File: src/rtl/tlbi_pkg.sv
package tlbi_pkg;
  localparam int DW = 32;

  typedef enum logic [1:0] {
    PG_4K  = 2'd0,
    PG_64K = 2'd1,
    PG_1M  = 2'd2,
    PG_16M = 2'd3
  } pg_size_e;

  typedef struct packed {
    logic [1:0]    code;
    logic [DW-1:0] tag;
  } tlb_ent_t;

  // Byte offset mask inside a page of the given size
  function automatic logic [DW-1:0] pg_mask(input logic [1:0] code);
    case (code)
      2'd0:    pg_mask = 32'h0000_0FFF;
      2'd1:    pg_mask = 32'h0000_FFFF;
      2'd2:    pg_mask = 32'h000F_FFFF;
      default: pg_mask = 32'h00FF_FFFF;
    endcase
  endfunction

  // True when the page of an entry shares any byte with [lo, hi]
  function automatic logic win_overlap(input tlb_ent_t e,
                                       input logic [DW-1:0] lo,
                                       input logic [DW-1:0] hi);
    logic [DW-1:0] m;
    m = pg_mask(e.code);
    win_overlap = ((e.tag & ~m) <= hi) && ((e.tag | m) >= lo);
  endfunction

  // Register word indices
  localparam logic [2:0] RI_BASE = 3'd0;
  localparam logic [2:0] RI_SEL  = 3'd1;
  localparam logic [2:0] RI_LO   = 3'd2;
  localparam logic [2:0] RI_HI   = 3'd3;
  localparam logic [2:0] RI_CMD  = 3'd4;
  localparam logic [2:0] RI_DONE = 3'd5;

  localparam logic [DW-1:0] CMD_RANGE = 32'h1;
  localparam logic [DW-1:0] CMD_ALL   = 32'h2;
endpackage

File: src/rtl/tlbi_regs.sv
module tlbi_regs
  import tlbi_pkg::*;
#(
  parameter int N_UNITS = 2
) (
  input  logic               clk,
  input  logic               rst,
  input  logic               we,
  input  logic               re,
  input  logic [2:0]         idx,
  input  logic [DW-1:0]      wdata,
  output logic [DW-1:0]      rdata,
  input  logic               busy,
  input  logic               done_set,
  output logic [N_UNITS-1:0] sel,
  output logic [DW-1:0]      win_lo,
  output logic [DW-1:0]      win_hi,
  output logic               flush_p,
  output logic               range_p
);
  localparam logic [DW-1:0] BASE_KEEP = 32'hFFFF_FF80;

  logic [DW-1:0] base_q;
  logic          done_q;
  logic          done_clr;

  assign done_clr = we && (idx == RI_DONE) && (wdata == '0);

  always_ff @(posedge clk) begin
    if (rst) begin
      base_q  <= '0;
      sel     <= '0;
      win_lo  <= '0;
      win_hi  <= '0;
      flush_p <= 1'b0;
      range_p <= 1'b0;
      done_q  <= 1'b0;
    end else begin
      flush_p <= we && (idx == RI_CMD) && (wdata == CMD_ALL);
      range_p <= we && (idx == RI_CMD) && (wdata == CMD_RANGE) && !busy;
      if (we) begin
        case (idx)
          RI_BASE: base_q <= wdata & BASE_KEEP;
          RI_SEL:  sel    <= wdata[N_UNITS-1:0];
          RI_LO:   win_lo <= wdata;
          RI_HI:   win_hi <= wdata;
          default: ;
        endcase
      end
      if (done_set)      done_q <= 1'b1;
      else if (done_clr) done_q <= 1'b0;
    end
  end

  always_ff @(posedge clk) begin
    if (rst) begin
      rdata <= '0;
    end else if (re) begin
      case (idx)
        RI_BASE: rdata <= base_q;
        RI_SEL:  rdata <= DW'(sel);
        RI_LO:   rdata <= win_lo;
        RI_HI:   rdata <= win_hi;
        RI_DONE: rdata <= DW'(done_q);
        default: rdata <= '0;
      endcase
    end
  end

  // the flag drops only on a host write of zero
  a_r7_done_sticky: assert property (@(posedge clk) disable iff (rst)
    done_q && !done_clr |=> done_q);

  // low base bits never hold data
  a_r2_base_aligned: assert property (@(posedge clk) disable iff (rst)
    we && idx == RI_BASE |=> base_q[6:0] == 7'd0);
endmodule

File: src/rtl/tlbi_scan.sv
module tlbi_scan
  import tlbi_pkg::*;
#(
  parameter int N_UNITS = 2,
  parameter int N_ENT   = 8
) (
  input  logic                     clk,
  input  logic                     rst,
  input  logic                     go,
  input  logic [N_UNITS-1:0]       sel_i,
  input  logic [DW-1:0]            lo_i,
  input  logic [DW-1:0]            hi_i,
  output logic                     busy,
  output logic [$clog2(N_ENT)-1:0] pos,
  output logic [N_UNITS-1:0]       unit_en,
  output logic [DW-1:0]            lo,
  output logic [DW-1:0]            hi,
  output logic                     done_p
);
  localparam int IW = $clog2(N_ENT);
  localparam logic [IW-1:0] LAST = IW'(N_ENT - 1);

  assign done_p = busy && (pos == LAST);

  always_ff @(posedge clk) begin
    if (rst) begin
      busy    <= 1'b0;
      pos     <= '0;
      unit_en <= '0;
      lo      <= '0;
      hi      <= '0;
    end else if (!busy) begin
      if (go) begin
        busy    <= 1'b1;
        pos     <= '0;
        unit_en <= sel_i;
        lo      <= lo_i;
        hi      <= hi_i;
      end
    end else begin
      pos <= pos + 1'b1;
      if (pos == LAST) busy <= 1'b0;
    end
  end

  // a scan stops right after the last entry
  a_r5_scan_ends: assert property (@(posedge clk) disable iff (rst)
    busy && pos == LAST |=> !busy);

  // a scan once started keeps stepping
  a_r5_scan_steps: assert property (@(posedge clk) disable iff (rst)
    busy && pos != LAST |=> busy && pos == $past(pos) + 1'b1);
endmodule

File: src/rtl/tlbi_bank.sv
module tlbi_bank
  import tlbi_pkg::*;
#(
  parameter int N_ENT = 8
) (
  input  logic                     clk,
  input  logic                     rst,
  input  logic                     flush_all,
  input  logic                     fill_en,
  input  logic [1:0]               fill_code,
  input  logic [DW-1:0]            fill_tag,
  input  logic                     scan_en,
  input  logic [$clog2(N_ENT)-1:0] scan_pos,
  input  logic [DW-1:0]            lo,
  input  logic [DW-1:0]            hi,
  input  logic                     busy,
  input  logic                     lk_req,
  input  logic [DW-1:0]            lk_addr,
  output logic                     lk_hit
);
  localparam int IW = $clog2(N_ENT);

  tlb_ent_t         ent [N_ENT];
  logic [N_ENT-1:0] valid_q;
  logic [IW-1:0]    ptr_q;
  logic [N_ENT-1:0] match;
  logic             fill_ok;
  logic             scan_kill;

  assign fill_ok   = fill_en && !busy && !flush_all;
  assign scan_kill = scan_en && win_overlap(ent[scan_pos], lo, hi);

  always_ff @(posedge clk) begin
    if (fill_ok) begin
      ent[ptr_q].code <= fill_code;
      ent[ptr_q].tag  <= fill_tag;
    end
  end

  always_ff @(posedge clk) begin
    if (rst) begin
      valid_q <= '0;
      ptr_q   <= '0;
    end else if (flush_all) begin
      valid_q <= '0;
    end else begin
      if (scan_kill) valid_q[scan_pos] <= 1'b0;
      if (fill_ok) begin
        valid_q[ptr_q] <= 1'b1;
        ptr_q          <= ptr_q + 1'b1;
      end
    end
  end

  for (genvar i = 0; i < N_ENT; i++) begin : g_cmp
    assign match[i] = valid_q[i] &&
      ((lk_addr & ~pg_mask(ent[i].code)) == (ent[i].tag & ~pg_mask(ent[i].code)));
  end

  always_ff @(posedge clk) begin
    if (rst) lk_hit <= 1'b0;
    else     lk_hit <= lk_req && !busy && (|match);
  end

  // an invalidate-all leaves nothing valid
  a_r3_flush_empties: assert property (@(posedge clk) disable iff (rst)
    flush_all |=> valid_q == '0);

  // a fill during a scan changes no valid bit other than by the scan
  a_r9_fill_blocked: assert property (@(posedge clk) disable iff (rst)
    busy && !scan_en && !flush_all |=> valid_q == $past(valid_q));
endmodule

File: src/rtl/tlb_inval_ctrl.sv
module tlb_inval_ctrl
  import tlbi_pkg::*;
#(
  parameter int N_UNITS = 2,
  parameter int N_ENT   = 8
) (
  input  logic          clk,
  input  logic          rst,
  input  logic          reg_we,
  input  logic          reg_re,
  input  logic [2:0]    reg_idx,
  input  logic [31:0]   reg_wdata,
  output logic [31:0]   reg_rdata,
  input  logic          fill_en,
  input  logic          fill_unit,
  input  logic [1:0]    fill_size,
  input  logic [31:0]   fill_tag,
  input  logic          lk_req,
  input  logic          lk_unit,
  input  logic [31:0]   lk_addr,
  output logic          lk_hit
);
  localparam int IW = $clog2(N_ENT);
  localparam int UW = (N_UNITS > 1) ? $clog2(N_UNITS) : 1;

  logic [N_UNITS-1:0] sel, unit_en, hit_v;
  logic [DW-1:0]      win_lo, win_hi, scan_lo, scan_hi;
  logic               flush_p, range_p, busy, done_p;
  logic [IW-1:0]      pos;

  tlbi_regs #(.N_UNITS(N_UNITS)) regs_i (
    .clk(clk), .rst(rst), .we(reg_we), .re(reg_re), .idx(reg_idx),
    .wdata(reg_wdata), .rdata(reg_rdata), .busy(busy), .done_set(done_p),
    .sel(sel), .win_lo(win_lo), .win_hi(win_hi),
    .flush_p(flush_p), .range_p(range_p)
  );

  tlbi_scan #(.N_UNITS(N_UNITS), .N_ENT(N_ENT)) scan_i (
    .clk(clk), .rst(rst), .go(range_p), .sel_i(sel), .lo_i(win_lo),
    .hi_i(win_hi), .busy(busy), .pos(pos), .unit_en(unit_en),
    .lo(scan_lo), .hi(scan_hi), .done_p(done_p)
  );

  for (genvar u = 0; u < N_UNITS; u++) begin : g_unit
    tlbi_bank #(.N_ENT(N_ENT)) bank_i (
      .clk(clk), .rst(rst),
      .flush_all(flush_p && sel[u]),
      .fill_en(fill_en && (UW'(fill_unit) == UW'(u))),
      .fill_code(fill_size), .fill_tag(fill_tag),
      .scan_en(busy && unit_en[u]), .scan_pos(pos),
      .lo(scan_lo), .hi(scan_hi), .busy(busy),
      .lk_req(lk_req && (UW'(lk_unit) == UW'(u))),
      .lk_addr(lk_addr), .lk_hit(hit_v[u])
    );
  end

  assign lk_hit = |hit_v;

  // probes made during a scan miss
  a_r8_busy_miss: assert property (@(posedge clk) disable iff (rst)
    busy && lk_req |=> !lk_hit);

  // at most one unit answers a probe
  a_r4_one_unit: assert property (@(posedge clk) disable iff (rst)
    $onehot0(hit_v));
endmodule

File: config.mk
export PLATFORM = sky130hd
export DESIGN_NAME = tlb_inval_ctrl
export DESIGN_NICKNAME = d
export VERILOG_FILES = /design/src/rtl/tlbi_pkg.sv /design/src/rtl/tlbi_regs.sv /design/src/rtl/tlbi_scan.sv /design/src/rtl/tlbi_bank.sv /design/src/rtl/tlb_inval_ctrl.sv
export SDC_FILE = /design/constraint.sdc
export NUM_CORES = 1
export LEC_CHECK = 0
export BUFFER_PORTS_ARGS = -buffer_cell sky130_fd_sc_hd__buf_2
export CORE_MARGIN = 1
export CORE_UTILIZATION = 55
export CTS_CLUSTER_DIAMETER = 40
export CTS_CLUSTER_SIZE = 40
export DETAILED_ROUTE_END_ITERATION = 12
export GPL_TIMING_DRIVEN = 0
export PLACE_DENSITY = 0.73
export SLEW_MARGIN = 20
export SYNTH_ARGS = -nofsm -noshare
export SYNTH_HDL_FRONTEND = slang
export SYNTH_SLANG_ARGS = --single-unit
File: constraint.sdc
create_clock -name clk -period 4 [get_ports clk]
set_input_delay 0.4 -clock clk [delete_from_list [all_inputs] [get_ports clk]]
set_output_delay 0.4 -clock clk [all_outputs]
set_load 0.02 [all_outputs]
==> impl_results.md, run 1 <==
- First-pass GRT wire length: 127 mm
- Clock Latency Late Sink: 0.64 ns
- Row cnt: 82
- CTS Sinks: 575
- Fin worst setup slack: 0.0864 ns
- Sequential element share of the synthesized area: 0.536
- Mapped Cells: 2429
- Total net switching power: 3.52 mW
- Post-DP Area: 29900 µm²
- Internal: 11.3 mW
- Initial DRT Pass Iterations: 6
- Final Hold Vio Count: 0
- Wirelength per Cell: 25.3 µm
- Comb pwr share: 0.057
- Mapped Area: 28100 µm²
- Yosys warns: 0
- Initial antenna violation count: 4
- Outcome: completed
- PwrDens: 445 nW/µm²
- CP Launch Type: register
- Synth unique cells: 60
- Number of buffers added on ports: 96
- Switching Share: 0.238
- Yosys top cell by area: edfxtp_1
- Clock root cell: clkbuf_16
- Worst IR Drop VDD: 419 µV
- Dpl hpwl: 63.5 mm
- Largest net degree at the start of global routing: 21
- Worst Hold Class: input port to register
- Max-Cap Viols: 0
- DRC errors left: 0
- Static Leak: 11.4 nW
- Clock slew at reported path FFs: 0.05 ns
- Clock share of power: 0.510
- Crit-path cells: buf_12 -> buf_12 -> buf_12 -> mux4_2 -> mux2i_4 -> nor2_1 -> ha_1 -> nand4_1 -> nor4_4 -> nand4_1 -> buf_4 -> o211a_1 -> o22ai_4 -> o221a_2
- Final setup violation count: 0
- Avg Cell Area, Syn: 11.5 µm²
- Data required, critical path: 4.57 ns
- Syn_nets: 2622
- Gpl congestion: 0.943
- RSZ-0062 raised after global routing: true
- Fin Clk Skew: 0.0275 ns
- Reg-to-Reg End: g_unit[0].bank_i.valid_q[5]$_SDFF_PP0_
- Via count: 20.9k
- Starting density of the core: 0.558
- Filler instances: 3759
- CP max FO: 8
- Crit path max-delay cell type: mux4_2
- IO Pins: 142
- Global Route Usage Sum: 0.328
- Post-Route WL: 86.0 mm
- Seq. cell area: 15000 µm²
- Placed cell count: 3221
- Max clock buf depth: 3
- Die height: 228 µm
- Slew @ Worst Pin: 1.17 ns
- Synth top area cells: edfxtp_1 (38%), dfxtp_1 (16%), mux4_2 (7.1%)
- Width of the die: 228 µm
- Die ar.: 51900 µm²
- Most used cell, CP: buf_12
- DR iter-0 viols: 2352
- Fin crit share: 0.978
- Number of global-route vias before repair: 20.6k
- Area Overhead vs Synth: 18.4%
- Register-to-register setup slack: 0.09 ns
- Largest incremental delay on the critical path: 0.55 ns
- Fin util: 0.660
- Footprint of the multi-input gates: 12400 µm²
- Final hold slack: 0.0461 ns
- DR vias/cell: 6.17
- Slew margin rel.: 0.213
- Sequential share of power: 0.432
- Setup WS pre-CTS: -1.15 ns
- Crit path capture: g_unit[0].bank_i.valid_q[5]$_SDFF_PP0_
- Yosys top cell area share: 0.377
- Path depth of the worst reg2reg path: 14
- Arr. time, crit path: 4.48 ns
- Crit Path Category: register to register
- Max Clock Freq: 256 MHz
- Num CTS Buffers: 84
- CTS tree: done
- Final Max Tran Viols: 0
- Async SR Flop Fraction: 0
- Post-route cell area: 33200 µm²
- Period minus WS final: 3.91 ns
- EDFF count, synth: 352
- Critical path capture point type: register
- Share of layout cells above drive strength 1: 0.191
- Layout Nets: 2845
- FF+latch count, synth: 575
- Pwr Total: 14.8 mW
- ANT nets after route: 0
- Setup_tns: 0 ns
- H-tree depth: 3
- Predominant post-synthesis flop cell: edfxtp_1
- CORE AREA: 50300 µm²
- Non-Filler Instances: 3393
- Grt ovf: 0
[power groups by stage]
stage / Sequential, mW / Clock (mW) / Combinational (mW)
2_1_floorplan: 6.50 / 0 / 0.482
3_3_place_gp: 6.52 / 0 / 0.770
3_5_place_dp: 6.52 / 0 / 0.810
4_1_cts: 6.39 / 7.57 / 0.825
5_1_grt: 6.40 / 7.83 / 0.906
6_report: 6.39 / 7.55 / 0.849
[worst min-delay path by stage]
stage                                               from                                 end  slack (ns)  cells after the start
after floorplan           regs_i.base_q[10]$_SDFFE_PP0P_      regs_i.base_q[10]$_SDFFE_PP0P_        0.44                      2
after global placement    regs_i.base_q[19]$_SDFFE_PP0P_      regs_i.base_q[19]$_SDFFE_PP0P_        0.44                      2
after detailed placement       scan_i.lo[6]$_SDFFE_PP0P_           scan_i.lo[6]$_SDFFE_PP0P_        0.45                      2
after CTS                                         lk_req  g_unit[0].bank_i.lk_hit$_SDFF_PP0_        0.02                      3
after global routing                              lk_req  g_unit[0].bank_i.lk_hit$_SDFF_PP0_        0.05                      3
final                                             lk_req  g_unit[0].bank_i.lk_hit$_SDFF_PP0_        0.05                      3
[area by class of cell]
type | count | area share
Timing Repair Buffer | 137 | 0.0304
Sequential cell | 575 | 0.453
Antenna cell | 2 | 0.000151
Multi-Input combinational cell | 1673 | 0.375
Tap cell | 672 | 0.0253
Clock inverter | 53 | 0.0174
Buffer | 141 | 0.0254
Clock buffer | 100 | 0.0692
Inverter | 40 | 0.00452
[kinds of logic (layout without fill, tap and decap cells)]
family,after synthesis,in the layout,share of synthesized area
DFF,575,575,0.536
xor gates and xnor gates,322,322,0.101
buffers and inverters,181,471,0.0299
muxes,170,170,0.102
other,0,2,0
AOI/OAI and AO/OA,375,375,0.0759
and+or+nand+nor,722,722,0.118
adders and majority gates,84,84,0.0375
[worst max-delay path, delay by kind of cell, from the launching register on]
kind	cells	cell delay, ns
AOI/OAI and AO/OA	3	0.81
adders and majority gates	1	0.30
buffers and inverters	4	0.62
DFF	1	0.34
muxes	2	0.83
and+or+nand+nor	4	0.92
[timing repair]
item,CTS,global route
resized for setup,56,38
endpoints found under the setup margin,16,16
pin swaps,5,8
endpoints found under the hold margin,1,0
hold buffers,1,0
buffers inserted,3,12
gates cloned,0,1
[flip-flops by register name (all words and copies together) (netlist names), 3 cells and up, named ones only]
signal                 flops
scan_i.pos                 3
regs_i.win_hi             32
scan_i.hi                 32
regs_i.rdata              32
scan_i.lo                 32
g_unit.bank_i.ptr_q        6
regs_i.base_q             25
regs_i.win_lo             32
g_unit.bank_i.valid_q     16
g_unit.bank_i.ent        352
[routing by layer]
layer / track usage / vias up / share of wire
li1: - / 9232 / -
met1: 0.450 / 10286 / 0.41
met2: 0.499 / 1192 / 0.45
met3: 0.0788 / 227 / 0.10
met4: 0.141 / 2 / 0.043
met5: 0 / - / 0.00014
[cell usage in the layout, fill, tap and decap left out, drive strengths merged, types with 3 or more instances in the layout]
master    Yosys  routed
o21a          7       7
a21o         12      12
nand3        14      14
o31a          6       6
or2           4       4
buf          73     210
clkinvlp      0       6
nand2b       12      12
dfxtp       223     223
nor3         29      29
mux4         88      88
or3           3       3
o21ai        44      44
ha           84      84
mux2         24      24
nor4         79      79
a221o         3       3
nor2         91      91
mux2i        58      58
clkinv        0      17
xnor2       104     104
inv          40      63
a21oi       266     266
a41o         16      16
edfxtp      352     352
nor2b        41      41
and2          7       7
clkbuf       68     167
xor2        218     218
nor3b         4       4
nand4        34      34
nand2       394     394
bufinv        0       7
[synth_stat cells (43+ instances only)]
library cell  instances
o21ai_0              44
clkbuf_1             68
mux4_2               88
dfxtp_1             223
buf_2                43
edfxtp_1            352
xnor2_1             104
a21oi_1             266
nor4_1               74
nor2_1               91
xor2_1              218
nand2_1             394
mux2i_1              56
ha_1                 84
(Power assumes the default switching activity.)
==> run 2, diff against run 1 <==
--- a/config.mk
+++ b/config.mk
@@ -12,6 +12,7 @@
 export CTS_CLUSTER_SIZE = 40
 export DETAILED_ROUTE_END_ITERATION = 12
 export GPL_TIMING_DRIVEN = 0
+export MAX_ROUTING_LAYER = met4
 export PLACE_DENSITY = 0.73
 export SLEW_MARGIN = 20
 export SYNTH_ARGS = -nofsm -noshare
==> impl_results.md, run 2 (synthesis results as in run 1) <==
- Static Leak: 11.6 nW (was 11.4 nW)
- Via count: 20.8k (was 20.9k)
- Dpl hpwl: 64.7 mm (was 63.5 mm)
- Post-route cell area: 33600 µm² (was 33200 µm²)
- Post-Route WL: 86.4 mm (was 86.0 mm)
- DR vias/cell: 6.10 (was 6.17)
- Initial antenna violation count: 2 (was 4)
- Starting density of the core: 0.558 (unchanged)
- Max Clock Freq: 256 MHz (about the same)
- CP Launch Type: register (unchanged)
- Post-DP Area: 29900 µm² (about the same)
- Share of layout cells above drive strength 1: 0.199 (was 0.191)
- Fin util: 0.668 (was 0.660)
- IO Pins: 142 (unchanged)
- Slew @ Worst Pin: 1.22 ns (was 1.17 ns)
- DR iter-0 viols: 2382 (was 2352)
- Data required, critical path: 4.59 ns (was 4.57 ns)
- Arr. time, crit path: 4.49 ns (was 4.48 ns)
- Die height: 228 µm (unchanged)
- Width of the die: 228 µm (unchanged)
- Largest incremental delay on the critical path: 0.44 ns (was 0.55 ns)
- DRC errors left: 0 (unchanged)
- Num CTS Buffers: 89 (was 84)
- Global Route Usage Sum: 0.343 (was 0.328)
- Clock slew at reported path FFs: 0.05 ns (about the same)
- Gpl congestion: 0.951 (was 0.943)
- Hold Path Origin: reg_wdata[3] (was lk_req)
- Worst Hold Class: input port to register (unchanged)
- CORE AREA: 50300 µm² (unchanged)
- Number of buffers added on ports: 96 (unchanged)
- Top reg by flops: g_unit.bank_i.ent (unchanged)
- Grt ovf: 0 (unchanged)
- CTS tree: done (unchanged)
- Die ar.: 51900 µm² (unchanged)
- ANT nets after route: 0 (unchanged)
- Outcome: completed (unchanged)
- Non-Filler Instances: 3412 (was 3393)
- Wirelength per Cell: 25.3 µm (about the same)
- Number of global-route vias before repair: 20.5k (was 20.6k)
- Fin crit share: 0.975 (was 0.978)
- Critical path capture point type: register (unchanged)
- Max clock buf depth: 3 (unchanged)
- CP max FO: 10 (was 8)
- Slew margin rel.: 0.176 (was 0.213)
- Area Overhead vs Synth: 19.7% (was 18.4%)
- Largest net degree at the start of global routing: 21 (unchanged)
- Fin Clk Skew: 0.0258 ns (was 0.0275 ns)
- Most frequent cells in the layout: nand2_1 (394), edfxtp_1 (352), a21oi_1 (266) (unchanged)
- Clock root cell: clkbuf_16 (unchanged)
- Period minus WS final: 3.90 ns (was 3.91 ns)
- PwrDens: 451 nW/µm² (was 445 nW/µm²)
- Row cnt: 82 (unchanged)
- Final setup violation count: 0 (unchanged)
- Placed cell count: 3223 (was 3221)
- Leading cell type in the layout, fill and taps excluded: nand2_1 (unchanged)
- CTS Sinks: 575 (unchanged)
- Crit path max-delay cell type: nor4_4 (was mux4_2)
- H-tree depth: 3 (unchanged)
- Clock Latency Late Sink: 0.65 ns (was 0.64 ns)
- First-pass GRT wire length: 128 mm (was 127 mm)
- Path depth of the worst reg2reg path: 14 (unchanged)
- Max-Cap Viols: 0 (unchanged)
- Register-to-register setup slack: 0.10 ns (was 0.09 ns)
- Final Hold Vio Count: 0 (unchanged)
- Reg-to-Reg End: g_unit[0].bank_i.valid_q[1]$_SDFF_PP0_ (was g_unit[0].bank_i.valid_q[5]$_SDFF_PP0_)
- Worst IR Drop VDD: 391 µV (was 419 µV)
- Initial DRT Pass Iterations: 5 (was 6)
- Crit path capture: g_unit[0].bank_i.valid_q[1]$_SDFF_PP0_ (was g_unit[0].bank_i.valid_q[5]$_SDFF_PP0_)
- Crit-path cells: clkbuf_4 -> buf_6 -> clkbuf_4 -> mux4_2 -> mux2i_4 -> nor2_1 -> ha_1 -> nand4_1 -> nor4_4 -> nand4_1 -> buf_4 -> o211a_1 -> o22ai_4 -> o221a_2 (was buf_12 -> buf_12 -> buf_12 -> mux4_2 -> mux2i_4 -> nor2_1 -> ha_1 -> nand4_1 -> nor4_4 -> nand4_1 -> buf_4 -> o211a_1 -> o22ai_4 -> o221a_2)
- Max reg flops: 352 (unchanged)
- Layout Nets: 2855 (was 2845)
- Final Max Tran Viols: 0 (unchanged)
- Crit Path Category: register to register (unchanged)
run 2: cell count changes in the layout (fill, tap and decap cells not counted), moves of 3 or more:
cell / before / now
clkinv_1: 2 / 5
buf_6: 19 / 12
inv_4: 2 / 6
clkbuf_4: 6 / 10
buf_12: 13 / 16
buf_4: 39 / 42
buf_8: 0 / 3
clkinvlp_4: 6 / 9
clkbuf_1: 66 / 63
inv_6: 18 / 13
run 2: layer usage:
layer / up-vias / global-route usage / wire length, µm
met4: 0 / 0.133 / 3370
li1: 9270 / - / -
met2: 1074 / 0.506 / 38600
met3: 202 / 0.0828 / 8750
met5: - / - / 0
met1: 10251 / 0.459 / 35700
run 2: worst min path at each step:
stage | end | slack [ns] | cells past startpoint
after floorplan | regs_i.base_q[10]$_SDFFE_PP0P_ | 0.44 | 2
after global placement | regs_i.base_q[15]$_SDFFE_PP0P_ | 0.44 | 2
after detailed placement | regs_i.base_q[25]$_SDFFE_PP0P_ | 0.45 | 2
after CTS | regs_i.win_lo[6]$_SDFFE_PP0P_ | 0.006 | 3
after global routing | regs_i.win_lo[4]$_SDFFE_PP0P_ | 0.03 | 3
final | regs_i.win_hi[3]$_SDFFE_PP0P_ | 0.03 | 3
run 2: final cells by class:
type                       count  area (µm²)
fill                        3746       16700
sequential                   575       15000
multi-input combinational   1673       12500
clock buffer                  98        2320
timing repair buffer         142        1090
buffer                       141         856
tap                          672         841
clock inverter                69         747
inverter                      40         150
antenna                        2        5.00
run 2: repair_timing:
| action | in CTS | in global routing |
|---|---|---|
| hold endpoints to repair | 1 | 0 |
| pin swaps | 5 | 8 |
| resized for setup | 64 | 43 |
| cloned | 0 | 1 |
| buffers inserted | 3 | 15 |
| setup endpoints to repair | 16 | 16 |
| hold buffers | 1 | 0 |
run 2: critical path: cells and delay by family (launching register included):
family          cells  cell delay [ns]
mux                 2             0.63
fa+ha+maj           1             0.30
simple gates        4             0.88
flops               1             0.30
compound gates      3             0.81
buf+inv             4             0.89
run 2: where the power goes:
part	internal (mW)	total (mW)	switching, mW
clock network	4.77	7.88	3.11
logic	0.291	0.861	0.570
registers	6.35	6.39	0.0453
run 2: metrics by stage:
stage | worst slack [ns] | setup TNS [ns] | power [mW] | hold slack [ns]
5_1_grt | -0.00469 | -0.00829 | 15.5 | 0.0256
4_1_cts | 0.00334 | 0 | 15.2 | 0.00636
3_3_place_gp | -1.43 | -108.56 | 7.30 | 0.443
6_report | 0.101 | 0 | 15.1 | 0.0333
3_5_place_dp | -1.36 | -17.91 | 7.33 | 0.447
2_1_floorplan | 0.558 | 0 | 6.98 | 0.436
